### config.mk
export PLATFORM = sky130hd
export DESIGN_NAME = fault_cell_locator
export DESIGN_NICKNAME = d
export VERILOG_FILES = /design/src/rtl/fcl_pkg.sv /design/src/rtl/fcl_pick.sv /design/src/rtl/fcl_fsm.sv /design/src/rtl/fault_cell_locator.sv
export SDC_FILE = /design/constraint.sdc
export NUM_CORES = 1
export LEC_CHECK = 0
export BUFFER_PORTS_ARGS = -buffer_cell sky130_fd_sc_hd__clkbuf_2
export CAP_MARGIN = 20
export CORE_AREA = 2 2 39 41
export DETAILED_ROUTE_END_ITERATION = 6
export DIE_AREA = 0 0 41 43
export PLACE_DENSITY = 0.76
export SYNTH_ARGS = -nofsm -noshare
export SYNTH_HDL_FRONTEND = slang
export SYNTH_SLANG_ARGS = --single-unit
### constraint.sdc
create_clock -name clk -period 5.9 [get_ports clk]
set_input_delay 1.475 -clock clk [delete_from_list [all_inputs] [get_ports clk]]
set_output_delay 1.475 -clock clk [all_outputs]
set_load 0.02 [all_outputs]
### src/rtl/fcl_pkg.sv
package fcl_pkg;

    typedef enum logic [2:0] {
        ST_IDLE    = 3'd0,
        ST_POS     = 3'd1,
        ST_NEG     = 3'd2,
        ST_POS_DEC = 3'd3,
        ST_NEG_DEC = 3'd4,
        ST_LOCK    = 3'd5
    } fcl_state_e;

    typedef struct packed {
        logic pos;
        logic neg;
        logic clear;
    } fcl_flags_t;

    function automatic logic is_decide(input fcl_state_e s);
        return (s == ST_POS_DEC) || (s == ST_NEG_DEC);
    endfunction

endpackage

### src/rtl/fcl_pick.sv
module fcl_pick #(
    parameter int N_CELLS = 3,
    parameter int CELL_W  = $clog2(N_CELLS + 1)
) (
    input  logic               use_up,
    input  logic [N_CELLS-1:0] step_up,
    input  logic [N_CELLS-1:0] step_dn,
    output logic [N_CELLS-1:0] cand,
    output logic               single,
    output logic [CELL_W-1:0]  num
);
    localparam int CNT_W = $clog2(N_CELLS + 1);

    logic [CNT_W-1:0] hits;

    assign cand = use_up ? step_up : step_dn;

    always_comb begin
        hits = '0;
        num  = '0;
        for (int i = 0; i < N_CELLS; i++) begin
            if (cand[i]) begin
                hits = hits + CNT_W'(1);
                num  = CELL_W'(i + 1);
            end
        end
    end

    assign single = (hits == CNT_W'(1));

endmodule

### src/rtl/fcl_fsm.sv
module fcl_fsm
    import fcl_pkg::*;
#(
    parameter int N_CELLS = 3,
    parameter int CELL_W  = $clog2(N_CELLS + 1)
) (
    input  logic               clk,
    input  logic               rst,
    input  logic               sample_en,
    input  fcl_flags_t         flags,
    input  logic [N_CELLS-1:0] cand,
    input  logic               single,
    input  logic [CELL_W-1:0]  pick_num,
    output logic               use_up,
    output logic               fault_any,
    output logic               ambiguous,
    output logic [N_CELLS-1:0] cell_hot,
    output logic [CELL_W-1:0]  cell_num
);
    fcl_state_e state, state_nx;

    assign use_up    = (state == ST_NEG_DEC);
    assign fault_any = (state != ST_IDLE);

    always_comb begin
        state_nx = state;
        unique case (state)
            ST_IDLE:    if (flags.pos) state_nx = ST_POS;
                        else if (flags.neg) state_nx = ST_NEG;
            ST_POS:     if (flags.clear) state_nx = ST_POS_DEC;
            ST_NEG:     if (flags.clear) state_nx = ST_NEG_DEC;
            ST_POS_DEC: state_nx = single ? ST_LOCK : ST_POS;
            ST_NEG_DEC: state_nx = single ? ST_LOCK : ST_NEG;
            ST_LOCK:    state_nx = ST_LOCK;
            default:    state_nx = ST_IDLE;
        endcase
    end

    always_ff @(posedge clk) begin
        if (rst) begin
            state     <= ST_IDLE;
            ambiguous <= 1'b0;
            cell_hot  <= '0;
            cell_num  <= '0;
        end else if (sample_en) begin
            state <= state_nx;
            if (is_decide(state)) begin
                if (single) begin
                    cell_hot <= cand;
                    cell_num <= pick_num;
                end else begin
                    ambiguous <= 1'b1;
                end
            end
        end
    end

    AST_LOCK_HOLD: assert property (@(posedge clk) disable iff (rst)
        (state == ST_LOCK) |=> (state == ST_LOCK) && $stable(cell_hot) && $stable(cell_num));
    AST_HOT_ONEHOT: assert property (@(posedge clk) disable iff (rst)
        $onehot0(cell_hot));
    AST_NO_LOC_UNLOCKED: assert property (@(posedge clk) disable iff (rst)
        (state != ST_LOCK) |-> (cell_hot == '0) && (cell_num == '0));
    AST_GATED: assert property (@(posedge clk) disable iff (rst)
        !sample_en |=> $stable(state) && $stable(ambiguous));
    AST_POS_FIRST: assert property (@(posedge clk) disable iff (rst)
        (state == ST_IDLE && sample_en && flags.pos) |=> (state == ST_POS));
    AST_AMBIG_RETURN: assert property (@(posedge clk) disable iff (rst)
        (state == ST_POS_DEC && sample_en && !single) |=> (state == ST_POS) && ambiguous);

endmodule

### src/rtl/fault_cell_locator.sv
module fault_cell_locator
    import fcl_pkg::*;
#(
    parameter int N_CELLS = 3,
    parameter int CELL_W  = $clog2(N_CELLS + 1)
) (
    input  logic               clk,
    input  logic               rst,
    input  logic               sample_en,
    input  logic               err_pos,
    input  logic               err_neg,
    input  logic               err_clear,
    input  logic [N_CELLS-1:0] step_up,
    input  logic [N_CELLS-1:0] step_dn,
    output logic               fault_any,
    output logic               ambiguous,
    output logic [N_CELLS-1:0] cell_hot,
    output logic [CELL_W-1:0]  cell_num
);
    fcl_flags_t         flags;
    logic               use_up;
    logic [N_CELLS-1:0] cand;
    logic               single;
    logic [CELL_W-1:0]  pick_num;

    assign flags = '{pos: err_pos, neg: err_neg, clear: err_clear};

    fcl_pick #(.N_CELLS(N_CELLS), .CELL_W(CELL_W)) i_pick (
        .use_up  (use_up),
        .step_up (step_up),
        .step_dn (step_dn),
        .cand    (cand),
        .single  (single),
        .num     (pick_num)
    );

    fcl_fsm #(.N_CELLS(N_CELLS), .CELL_W(CELL_W)) i_fsm (
        .clk       (clk),
        .rst       (rst),
        .sample_en (sample_en),
        .flags     (flags),
        .cand      (cand),
        .single    (single),
        .pick_num  (pick_num),
        .use_up    (use_up),
        .fault_any (fault_any),
        .ambiguous (ambiguous),
        .cell_hot  (cell_hot),
        .cell_num  (cell_num)
    );

endmodule

-- After elaboration in Yosys (flattened, before gate mapping)
Index checks and enable logic that the tools add are counted.
Widths: inputs -> output; s select.
- output and inout port bits: 7
- register bits after elaboration: 9
- equal/unequal tests: 9
- mux-type cells: 13
- reductions and logical operators: 6
- bitwise operators: 1
- $add $sub $neg: 2
- operators by type and width (cell ; number):
    $mux 3 ; 7
    $pmux 3 s6 ; 1
    $mux 2 ; 4
    $eq 3x2->1 const B ; 2
    $eq 3x3->1 const B ; 2
    $reduce_and 3->1 ; 2
    $ne 2x2->1 const B ; 2
    $reduce_and 4->1 ; 1
    $eq 3x1->1 const B ; 1
    $logic_not 3->1 ; 1
    $ne 3x3->1 const B ; 1
    $reduce_bool 3->1 ; 1
    $add 1x1->2 const B ; 1
    $add 2x1->2 const B ; 1
    $eq 2x1->1 const B ; 1
    $logic_or 1x1->1 ; 1
    $mux 1 ; 1
    $not 1->1 ; 1

-- Depth between registers and ports, before layout
Gate-level depths: netlist of run 1.
- depth after elaboration: 10
- depth in mapped cells: 9
- mapped depth without buffers: 8

-- Cells and area by module
Synthesis of run 1 repeated with hierarchy kept, for this count alone.
- cell total of the unflattened synthesis: 76
- area, all modules: 645.6 um^2
- by module, submodules not included (module ; area an instance (um^2) ; times used ; cells an instance ; seq. area each (um^2)):
    fcl_fsm ; 500.5 ; 1 ; 59 ; 180.2
    fcl_pick ; 145.1 ; 1 ; 17 ; 0.0

-- Least setup slack after synthesis of run 1
No wires, ideal clock.
- path kind: input port to flip-flop
- start point: input step_up[1]
- end point: register i_fsm.cell_hot[0]
- required time: 5779 ps
- library setup time: 121 ps
- arrival: 2995 ps
- stages: 6
- setup slack: 2783 ps
- path through: mux2i_1 -> ha_1 -> nor3b_1 -> mux2_4 -> o21ba_1 -> mux2_4
- longest elaborated chain between the ends: 6
- ends and longest elaborated chain (element ; RTL line ; text):
    from (decl) ; fault_cell_locator.sv:13 ; input logic [N_CELLS-1:0] step_up,
    $mux 3 (*) ; fcl_pick.sv:16 ; assign cand = use_up ? step_up : step_dn;
    $mux 2 (*) ; fcl_pick.sv:22 ; if (cand[i]) begin
    $add 2x1->2 ; fcl_pick.sv:23 ; hits = hits + CNT_W'(1);
    $mux 2 (*) ; fcl_pick.sv:22 ;
    $eq 2x1->1 (*) ; fcl_pick.sv:29 ; assign single = (hits == CNT_W'(1));
    $reduce_and 3->1 (no line) (*) ; -- ;
    to (signal assigned) ; fcl_fsm.sv:49 ; cell_hot <= cand;
    to (decl) ; fcl_fsm.sv:17 ; output logic [N_CELLS-1:0] cell_hot,
Mark *: on every way between the ends. The rest lies on a longest branch, timed or not.
A chain may end at the register's enable or synchronous reset.

-- Worst setup path after layout of run 1
- start point: input step_up[1]
- end point: register i_fsm.cell_hot[1]
- longest elaborated chain between the ends: 6
- ends and longest elaborated chain (element ; RTL line):
    $mux 3 (*) ; fcl_pick.sv:16
    $mux 2 ; fcl_pick.sv:22
    $add 2x1->2 ; fcl_pick.sv:23
    $mux 2 ; fcl_pick.sv:22
    $eq 2x1->1 ; fcl_pick.sv:29
    $reduce_and 3->1 (no line) ; --
Marks and branches as above.

==> impl_results.md, run 1 <==
* Mapped Area at 654 sq um
* Layout cells sized above 1 at 0.266
* Routed len/inst at 11.7 microns
* Worst R2R Setup Slack at 2970 ps
* Nets at 110
* 1st-pass router iterations at 4
* Main combinational cell family by area after synthesis: simple AND/OR/NAND/NOR gates
* Status: finished clean
* Clk sinks at 9
* M2 GR Usage at 0.300
* Vias in the first global route at 573
* Setup CP Type: in -> reg
* Die Width at 41 microns
* Initial antenna violation count at 0
* Mux cell area share after synthesis at 0.130
* Post-Synthesis Cells at 76
* PortBufs at 18
* Pleak at 0.000329 uW
* Post-CTS setup repair buffer count at 0
* Most frequent cells in the layout: 18 x clkbuf_2, 9 x inv_1, 9 x dfxtp_1, 5 x nor2_1
* Total Wirelength at 1280 microns
* Max-slew headroom at 0.720
* # DRC at 0
* Site row count at 14
* Startpoint Class: input port
* Grt ovf at 0
* Min setup slack post-route at 2770 ps
* CP required at 6050 ps
* Slew Viols, Final at 0
* #FFs+latches synth at 9
* Post-synthesis sequential area ratio at 0.275
* Clock Root Buffer: clkbuf_4
* Initial core utilization at 0.473
* # setup viols final at 0
* Met1 Use GR at 0.232
* Setup_tns at 0 ps
* Tightest Pin Transition at 408 ps
* Seq. cell area at 180 sq um
* CTS tree: yes
* ANT nets after route at 0
* Finished Core Util at 0.554
* GRT busiest layer: met2
* Die area at 1760 sq um
* N_diodes at 0
* Ports at 19
* Post-CTS sizing at 0
* Final Hold Viols at 0
* Commonest non-fill, non-tap cell in the layout: clkbuf_2
* Core box area at 1380 sq um
* Die Ht at 43 microns
* Clock tree buffer depth at 2
* Hpwl dp at 1070 microns
* Peak VDD IR at 0.117 mV
* Final clock skew at 4.39 ps
* Area of the multi-input gates at 417 sq um
* Worst-Skew Late Latency at 260 ps
* Count of cell types in the netlist at 32
* P per Cell Area at 198 nW/um^2
* GRT Total Usage at 0.196
* Global-route wire length before repair at 2330 microns
* Min-Delay Path Class: reg -> reg
* Post-Synth Adder-Cell Area at 0.0574
* Worst-path clk slew at 60 ps
* M3 GR Usage at 0.0471
* Area growth syn-to-layout at 17.2%
* Critical Path Fanout Max at 5
* Post-layout min period at 3130 ps
* Largest net degree at the start of global routing at 13
* Post-synthesis simple-gate area fraction at 0.241
* Via density at 5.66
* Via count at 623
* Synth Area in XOR/XNOR at 0
* Maxcap violations at 0
* Max frequency at 0.319 GHz
* Crit. End Element: flop
* Fill count at 134
* CP arrival at 3290 ps
* Pre-CTS setup slack at 2490 ps
* Placed Cells at 106
* Routability cong. at 0.727
* YS warnings at 0
* Synth Net Count at 91
* Synth Area per Inst at 8.61 sq um
* Complex-gate fraction of the synthesized area at 0.208
* Hold_buf cts at 0
* Fin crit share at 0.531
* Num CTS Buffers at 3
* RSZ-0062 raised after global routing: no
* Initial DRC Count at 4
* Htree depth at 1
* Non-filler cells, final at 110
[cell type report]
class	instances	area share
clock buffer	4	0.0343
inverter	9	0.0440
tap	16	0.0261
timing repair buffer	18	0.117
sequential	9	0.235
multi-input combinational	54	0.543
[flip-flops by register name, summed over array words and instances, names as in the netlist]
| name | count |
|---|---|
| i_fsm.cell_num | 2 |
| i_fsm.ambiguous | 1 |
| i_fsm.state | 3 |
| i_fsm.cell_hot | 3 |
[through the flow]
| step | hold WS, ps | cell area, sq um | power, uW |
|---|---|---|---|
| floorplan | 522 | 654 | 96.4 |
| global placement | 442 | 741 | 105 |
| detailed placement | 449 | 741 | 106 |
| CTS | 459 | 767 | 152 |
| global route | 485 | 767 | 162 |
| finish | 453 | 767 | 152 |
[where the power goes]
part           leakage [uW]  internal, uW  switching [uW]  total (uW)
clock             0.0000150          26.1            21.5        47.5
sequential        0.0000729          63.1            4.78        67.9
combinational      0.000241          17.0            19.1        36.1
[cells in the mapped netlist]
master | n | share of area
a2111oi_0 | 1 | 0.013
a211oi_1 | 4 | 0.046
a21oi_1 | 2 | 0.015
a221oi_1 | 1 | 0.013
a31oi_1 | 1 | 0.0096
and3b_1 | 1 | 0.013
buf_2 | 1 | 0.0076
buf_6 | 1 | 0.017
clkbuf_1 | 2 | 0.011
dfxtp_1 | 9 | 0.28
ha_1 | 3 | 0.057
inv_1 | 9 | 0.052
mux2_4 | 3 | 0.069
mux2i_1 | 4 | 0.061
nand2_1 | 2 | 0.011
nand2b_1 | 1 | 0.0096
nand3b_1 | 4 | 0.046
nand4_1 | 1 | 0.0096
nor2_1 | 5 | 0.029
nor2b_1 | 3 | 0.029
nor3_1 | 3 | 0.023
nor3b_1 | 2 | 0.023
nor3b_4 | 1 | 0.029
o2111a_1 | 1 | 0.017
o211ai_1 | 1 | 0.011
o21ai_0 | 3 | 0.023
o21ai_1 | 1 | 0.0076
o21ba_1 | 1 | 0.015
o21bai_1 | 1 | 0.011
o311ai_0 | 1 | 0.013
o31ai_1 | 1 | 0.011
or3_1 | 2 | 0.019
[cell families after synthesis]
| family | after synthesis |
|---|---|
| adder cells (fa/ha/maj) | 3 |
| AO/OA/AOI/OAI | 19 |
| AND/OR/NAND/NOR | 25 |
| buffers and inverters | 13 |
| multiplexers | 7 |
| flip-flops | 9 |
[worst paths after layout]
check	start	to	cells after the start
worst max-delay path	step_up[1]	i_fsm.cell_hot[1]$_SDFFE_PP0P_	7
worst min-delay path	i_fsm.cell_num[0]$_SDFFE_PP0P_	i_fsm.cell_num[0]$_SDFFE_PP0P_	2
worst max register to register	i_fsm.state[2]$_SDFFE_PP0P_	i_fsm.cell_hot[1]$_SDFFE_PP0P_	7
worst min register to register	i_fsm.cell_num[0]$_SDFFE_PP0P_	i_fsm.cell_num[0]$_SDFFE_PP0P_	2
[worst max-delay path: stages]
cell,delay (ps)
clkbuf_2,80
mux2i_1,340
ha_1,330
nand3b_1,190
mux2i_1,320
o21ba_1,240
mux2_4,310
[layer usage]
layer / wire length [microns] / share of wire
met5: 0 / 0
met2: 656 / 0.51
met3: 66 / 0.051
met1: 528 / 0.41
met4: 31 / 0.024
(Power assumes the default switching activity.)
==> run 2: changes to the inputs <==
- CORE_AREA: 2 2 39 41 -> not set
- CORE_UTILIZATION: not set -> 49
- DIE_AREA: 0 0 41 43 -> not set
- clock period: 5.9 -> 3.17 ns (I/O delays scaled with it)
==> run 2 against run 1 <==
  * Register-to-register slack lost 2600 ps
  * Die area shrank 16%
  * Sequential share of layout area shrank 0.15 points
  * Final area grew 0.65%
  * Clock skew shrank 1.0 ps
  * Count of clock-buffer cells in the layout is the same
  * Final cell count shrank 0.91%
  * Setup slack lost 2400 ps
  * Global-route usage grew 1.5 points
  * Power grew 84%
  * Clock power grew 77%
  * Wire length shrank 7.1%
==> impl_results.md, run 2 (synthesis results as in run 1) <==
* Most frequent cells in the layout: 18 x clkbuf_2, 9 x inv_1, 9 x dfxtp_1, 5 x nor2_1
* Crit. End Element: flop
* Vias in the first global route at 538
* Die Width at 38.5 microns
* # setup viols final at 0
* Pleak at 0.000335 uW
* Non-filler cells, final at 109
* Peak VDD IR at 0.174 mV
* Sw Share at 0.290
* PortBufs at 18
* Pre-CTS setup slack at 422 ps
* Routed wire length on met2 at 533 microns
* Clock tree buffer depth at 2
* Num CTS Buffers at 3
* Max-slew headroom at 0.712
* Setup_tns at 0 ps
* CTS tree: yes
* Commonest non-fill, non-tap cell in the layout: clkbuf_2
* Die Ht at 38.5 microns
* Placed Cells at 105
* Via count at 597
* Routability cong. at 0.794
* Clock Root Buffer: clkbuf_4
* Htree depth at 1
* 1st-pass router iterations at 4
* Finished Core Util at 0.659
* CP arrival at 2900 ps
* Initial antenna violation count at 0
* Tightest Pin Transition at 420 ps
* Met3 wire len at 32 microns
* Largest net degree at the start of global routing at 13
* Critical Path Fanout Max at 11
* Area of the multi-input gates at 417 sq um
* Clk pwr share at 0.302
* Status: finished clean
* Die area at 1490 sq um
* Top Layer Used: met4
* M1 wire length at 611 microns
* Worst-path clk slew at 60 ps
* Ports at 19
* Initial core utilization at 0.559
* Routed len/inst at 10.9 microns
* Site row count at 12
* RSZ-0062 raised after global routing: no
* Slew Viols, Final at 0
* P per Cell Area at 362 nW/um^2
* Hpwl dp at 987 microns
* Post-CTS setup repair buffer count at 0
* Switching power at 81.0 uW
* CP required at 3310 ps
* Final clock skew at 3.36 ps
* Grt ovf at 0
* Reg2Reg Depth at 7
* ANT nets after route at 0
* Seq. cell area at 180 sq um
* Clk sinks at 9
* Hold path cells at 2
* Core box area at 1170 sq um
* WHS at 443 ps
* Via density at 5.48
* Layout cells sized above 1 at 0.274
* Min-Delay Path Class: reg -> reg
* Post-layout min period at 2750 ps
* Total Wirelength at 1190 microns
* Maxcap violations at 0
* N_diodes at 0
* Combinational power share at 0.246
* Fin crit share at 0.869
* Global-route wire length before repair at 2170 microns
* Top Registers: i_fsm.cell_hot (3), i_fsm.state (3), i_fsm.cell_num (2)
* Max frequency at 0.363 GHz
* Initial DRC Count at 9
* Startpoint Class: flop
* # DRC at 0
* Hold_buf cts at 0
* Area growth syn-to-layout at 18.0%
* Post-CTS sizing at 0
* Seq pwr share at 0.453
* Worst-Skew Late Latency at 250 ps
* Final Hold Viols at 0
* Fill count at 108
* GRT Total Usage at 0.211
* Cell internal pwr at 198 uW
* Setup CP Type: reg -> reg
* Nets at 111
* Min setup slack post-route at 417 ps
-- run 2: power by group through the flow --
stage,Sequential (uW),Clock [uW],Combinational (uW)
final,126,84.3,68.7
after floorplan,124,0,55.8
after CTS,126,87.4,69.3
after global placement,129,0,67.5
after global routing,128,93.4,77.9
after detailed placement,129,0,69.0
-- run 2: layout make-up --
cell class,count,area share
Clock buffer,4,0.0340
Inverter,9,0.0438
Tap cell,14,0.0227
Sequential cell,9,0.233
Timing Repair Buffer,19,0.126
Multi-Input combinational cell,54,0.540
-- run 2: worst paths after layout --
path,slack (ps),to,from
setup reg to reg,420,i_fsm.cell_hot[0]$_SDFFE_PP0P_,i_fsm.state[2]$_SDFFE_PP0P_
setup / recovery,420,i_fsm.cell_hot[0]$_SDFFE_PP0P_,i_fsm.state[2]$_SDFFE_PP0P_
hold / removal,440,i_fsm.ambiguous$_SDFFE_PP0P_,i_fsm.ambiguous$_SDFFE_PP0P_
hold reg to reg,440,i_fsm.ambiguous$_SDFFE_PP0P_,i_fsm.ambiguous$_SDFFE_PP0P_
-- run 2: metal layers --
| metal | global-route usage | vias up |
|---|---|---|
| met2 | 0.313 | 15 |
| met3 | 0.0174 | 2 |
| met4 | 0.129 | 0 |
| met1 | 0.290 | 259 |
| li1 | - | 321 |
| met5 | 0 | - |
-- run 2: worst max-delay path: stages, from the launching register on --
cell and delay, ps:
dfxtp_1 500, nor3b_4 310, mux2i_1 440, ha_1 340, nand3b_1 190, mux2i_1 320, o21ba_1 240, mux2_4 310
-- run 2: metrics by stage --
step / total power, uW / area (sq um)
CTS: 283 / 772
detailed placement: 198 / 746
floorplan: 179 / 654
global route: 299 / 772
finish: 279 / 772
global placement: 196 / 746
==> run 3: changes to the inputs <==
- ABC_AREA: not set -> 1
==> run 3 against run 2 <==
  * Non-clock buffer count down 1
  * Final cell count up 16%
  * Count of clock-buffer cells in the layout unchanged
  * Worst hold slack better by 31 ps
  * Global-route usage down 0.082 points
  * Die area down 0.91%
  * Core utilization up 0.11 points
  * Sequential power about the same
  * First-iteration DRC count down 11%
  * Critical endpoint is now i_fsm.cell_hot[2]$_SDFFE_PP0P_
  * Largest cell class unchanged
==> impl_results.md, run 3 <==
* Core box area at 1170 sq um
* Post-DP Area at 747 sq um
* Max frequency at 0.431 GHz
* Placed Cells at 122
* Via density at 4.88
* Post-Synthesis Cells at 92
* Synth area leaders: dfxtp_1 28%, nand2_1 15%, inv_1 6.9%
* Sw Share at 0.341
* Max-slew headroom at 0.787
* Grt ovf at 0
* Vias in the first global route at 539
* Worst-Skew Late Latency at 260 ps
* Top-count cell post-synth: nand2_1
* Initial DRC Count at 8
* Initial core utilization at 0.553
* Dominant synthesized flop cell: dfxtp_1
* Num CTS Buffers at 3
* Clk pwr share at 0.296
* Clock tree buffer depth at 2
* ANT nets after route at 0
* Final clock skew at 4.05 ps
* Combinational power share at 0.294
* Layout cells sized above 1 at 0.384
* WP buf/inv at 5
* Top cell type's share of synthesized area at 0.278
* Mapped Area at 648 sq um
* # setup viols final at 0
* # DRC at 0
* Post-synthesis sequential area ratio at 0.278
* Site row count at 12
* Via count at 615
* Fin crit share at 0.732
* Critical Path, Cell by Cell: nor2_4, nand2_4, inv_2, or2_1, o21a_1, inv_1, ha_1, inv_1, or2_2, nand3_2, nand2_2, inv_2, nand2_4, clkinv_4, nand2_1, a21oi_2
* Largest net degree at the start of global routing at 10
* PortBufs at 18
* Post-CTS setup repair buffer count at 0
* Commonest non-fill, non-tap cell in the layout: nand2_1
* GRT Total Usage at 0.210
* Most frequent cells in the layout: 26 x nand2_1, 18 x clkbuf_2, 12 x inv_1, 9 x dfxtp_1, 6 x a21oi_1
* Die Width at 38.4 microns
* Htree depth at 1
* Critical Path Fanout Max at 6
* Routed len/inst at 10.0 microns
* Slew Viols, Final at 0
* Peak VDD IR at 0.226 mV
* YS warnings at 0
* Post-synth top cells: 26 x nand2_1, 12 x inv_1, 9 x dfxtp_1
* Hold_buf cts at 0
* Async set or reset register ratio after synthesis at 0
* Min-Delay Path Class: reg -> reg
* Routability cong. at 0.718
* Initial antenna violation count at 0
* Family with the most delay on the worst path: simple AND/OR/NAND/NOR gates
* Non-filler cells, final at 126
* Seq pwr share at 0.409
* Crit-path slowest cell: dfxtp_1
* P per Cell Area at 394 nW/um^2
* Cell internal pwr at 201 uW
* Post-layout min period at 2320 ps
* Count of cell types in the netlist at 24
* Nets at 128
* Post-route design area at 773 sq um
* Tightest Pin Transition at 319 ps
* WHS at 474 ps
* Startpoint Class: flop
* Area growth syn-to-layout at 19.3%
* Crit. End Element: flop
* Synth Area per Inst at 7.04 sq um
* Leading area contributor after synthesis: dfxtp_1
* Clock Root Buffer: clkbuf_4
* Setup_tns at 0 ps
* Final Hold Viols at 0
* Maxcap violations at 0
* Die area at 1470 sq um
* CP arrival at 2520 ps
* Setup CP Type: reg -> reg
* Die Ht at 38.4 microns
* CTS tree: yes
* Worst stage delay on the critical path at 380 ps
* RSZ-0062 raised after global routing: no
* Switching power at 104 uW
* CP required at 3370 ps
* Pleak at 0.000393 uW
* Top Registers: i_fsm.cell_hot (3), i_fsm.state (3), i_fsm.cell_num (2)
* #FFs+latches synth at 9
* 1st-pass router iterations at 4
* Synth Net Count at 107
* EDFF count, synth at 0
* Status: finished clean
* Worst-path clk slew at 60 ps
* Total Wirelength at 1260 microns
* Pwr Total at 304 uW
* Ports at 19
* Post-CTS sizing at 0
* Global-route wire length before repair at 2060 microns
* Clk sinks at 9
* N_diodes at 0
* Hpwl dp at 1020 microns
-- run 3: stage by stage --
step                setup slack (ps)  utilization
global route                     626        0.660
detailed placement               718        0.638
floorplan                        934            -
finish                           848        0.660
CTS                              829        0.660
global placement                 756        0.638
-- run 3: area by class of cell --
type	instances	area, sq um
fill	121	398
multi-input combinational	66	398
tap	14	17.5
timing repair buffer	18	90.1
inverter	15	61.3
clock buffer	4	26.3
sequential	9	180
-- run 3: worst min-delay path, cell delays in order, from the launching register on --
cell and delay [ps]:
dfxtp_1 310, nand2_1 70, a21oi_2 50
-- run 3: kinds of logic (layout without fill, tap and decap cells) --
| kind of cell | Yosys count | count (layout) | share of synthesized area |
|---|---|---|---|
| buffers and inverters | 17 | 37 | 0.108 |
| and+or+nand+nor | 45 | 45 | 0.365 |
| AOI/OAI and AO/OA | 18 | 18 | 0.191 |
| DFF | 9 | 9 | 0.278 |
| adders and majority gates | 3 | 3 | 0.0579 |
-- run 3: routing by layer --
metal,global-route usage,part of all wire,vias up
met5,0,0,-
met4,0.155,0.029,0
met3,0.0349,0.031,5
met2,0.331,0.45,12
met1,0.254,0.49,267
li1,-,-,331
-- run 3: power groups by stage --
stage	combinational, uW	clock, uW	sequential [uW]
floorplan	69.4	0	126
global placement	88.2	0	127
detailed placement	89.9	0	127
CTS	90.4	92.7	125
global route	103	95.9	125
finish	89.6	90.2	125
-- run 3: final timing paths --
path,from,endpoint,slack (ps),depth (start not counted)
min reg2reg,i_fsm.cell_num[1]$_SDFFE_PP0P_,i_fsm.cell_num[1]$_SDFFE_PP0P_,470,2
max,i_fsm.state[0]$_SDFFE_PP0P_,i_fsm.cell_hot[2]$_SDFFE_PP0P_,850,16
max reg2reg,i_fsm.state[0]$_SDFFE_PP0P_,i_fsm.cell_hot[2]$_SDFFE_PP0P_,850,16
min,i_fsm.cell_num[1]$_SDFFE_PP0P_,i_fsm.cell_num[1]$_SDFFE_PP0P_,470,2
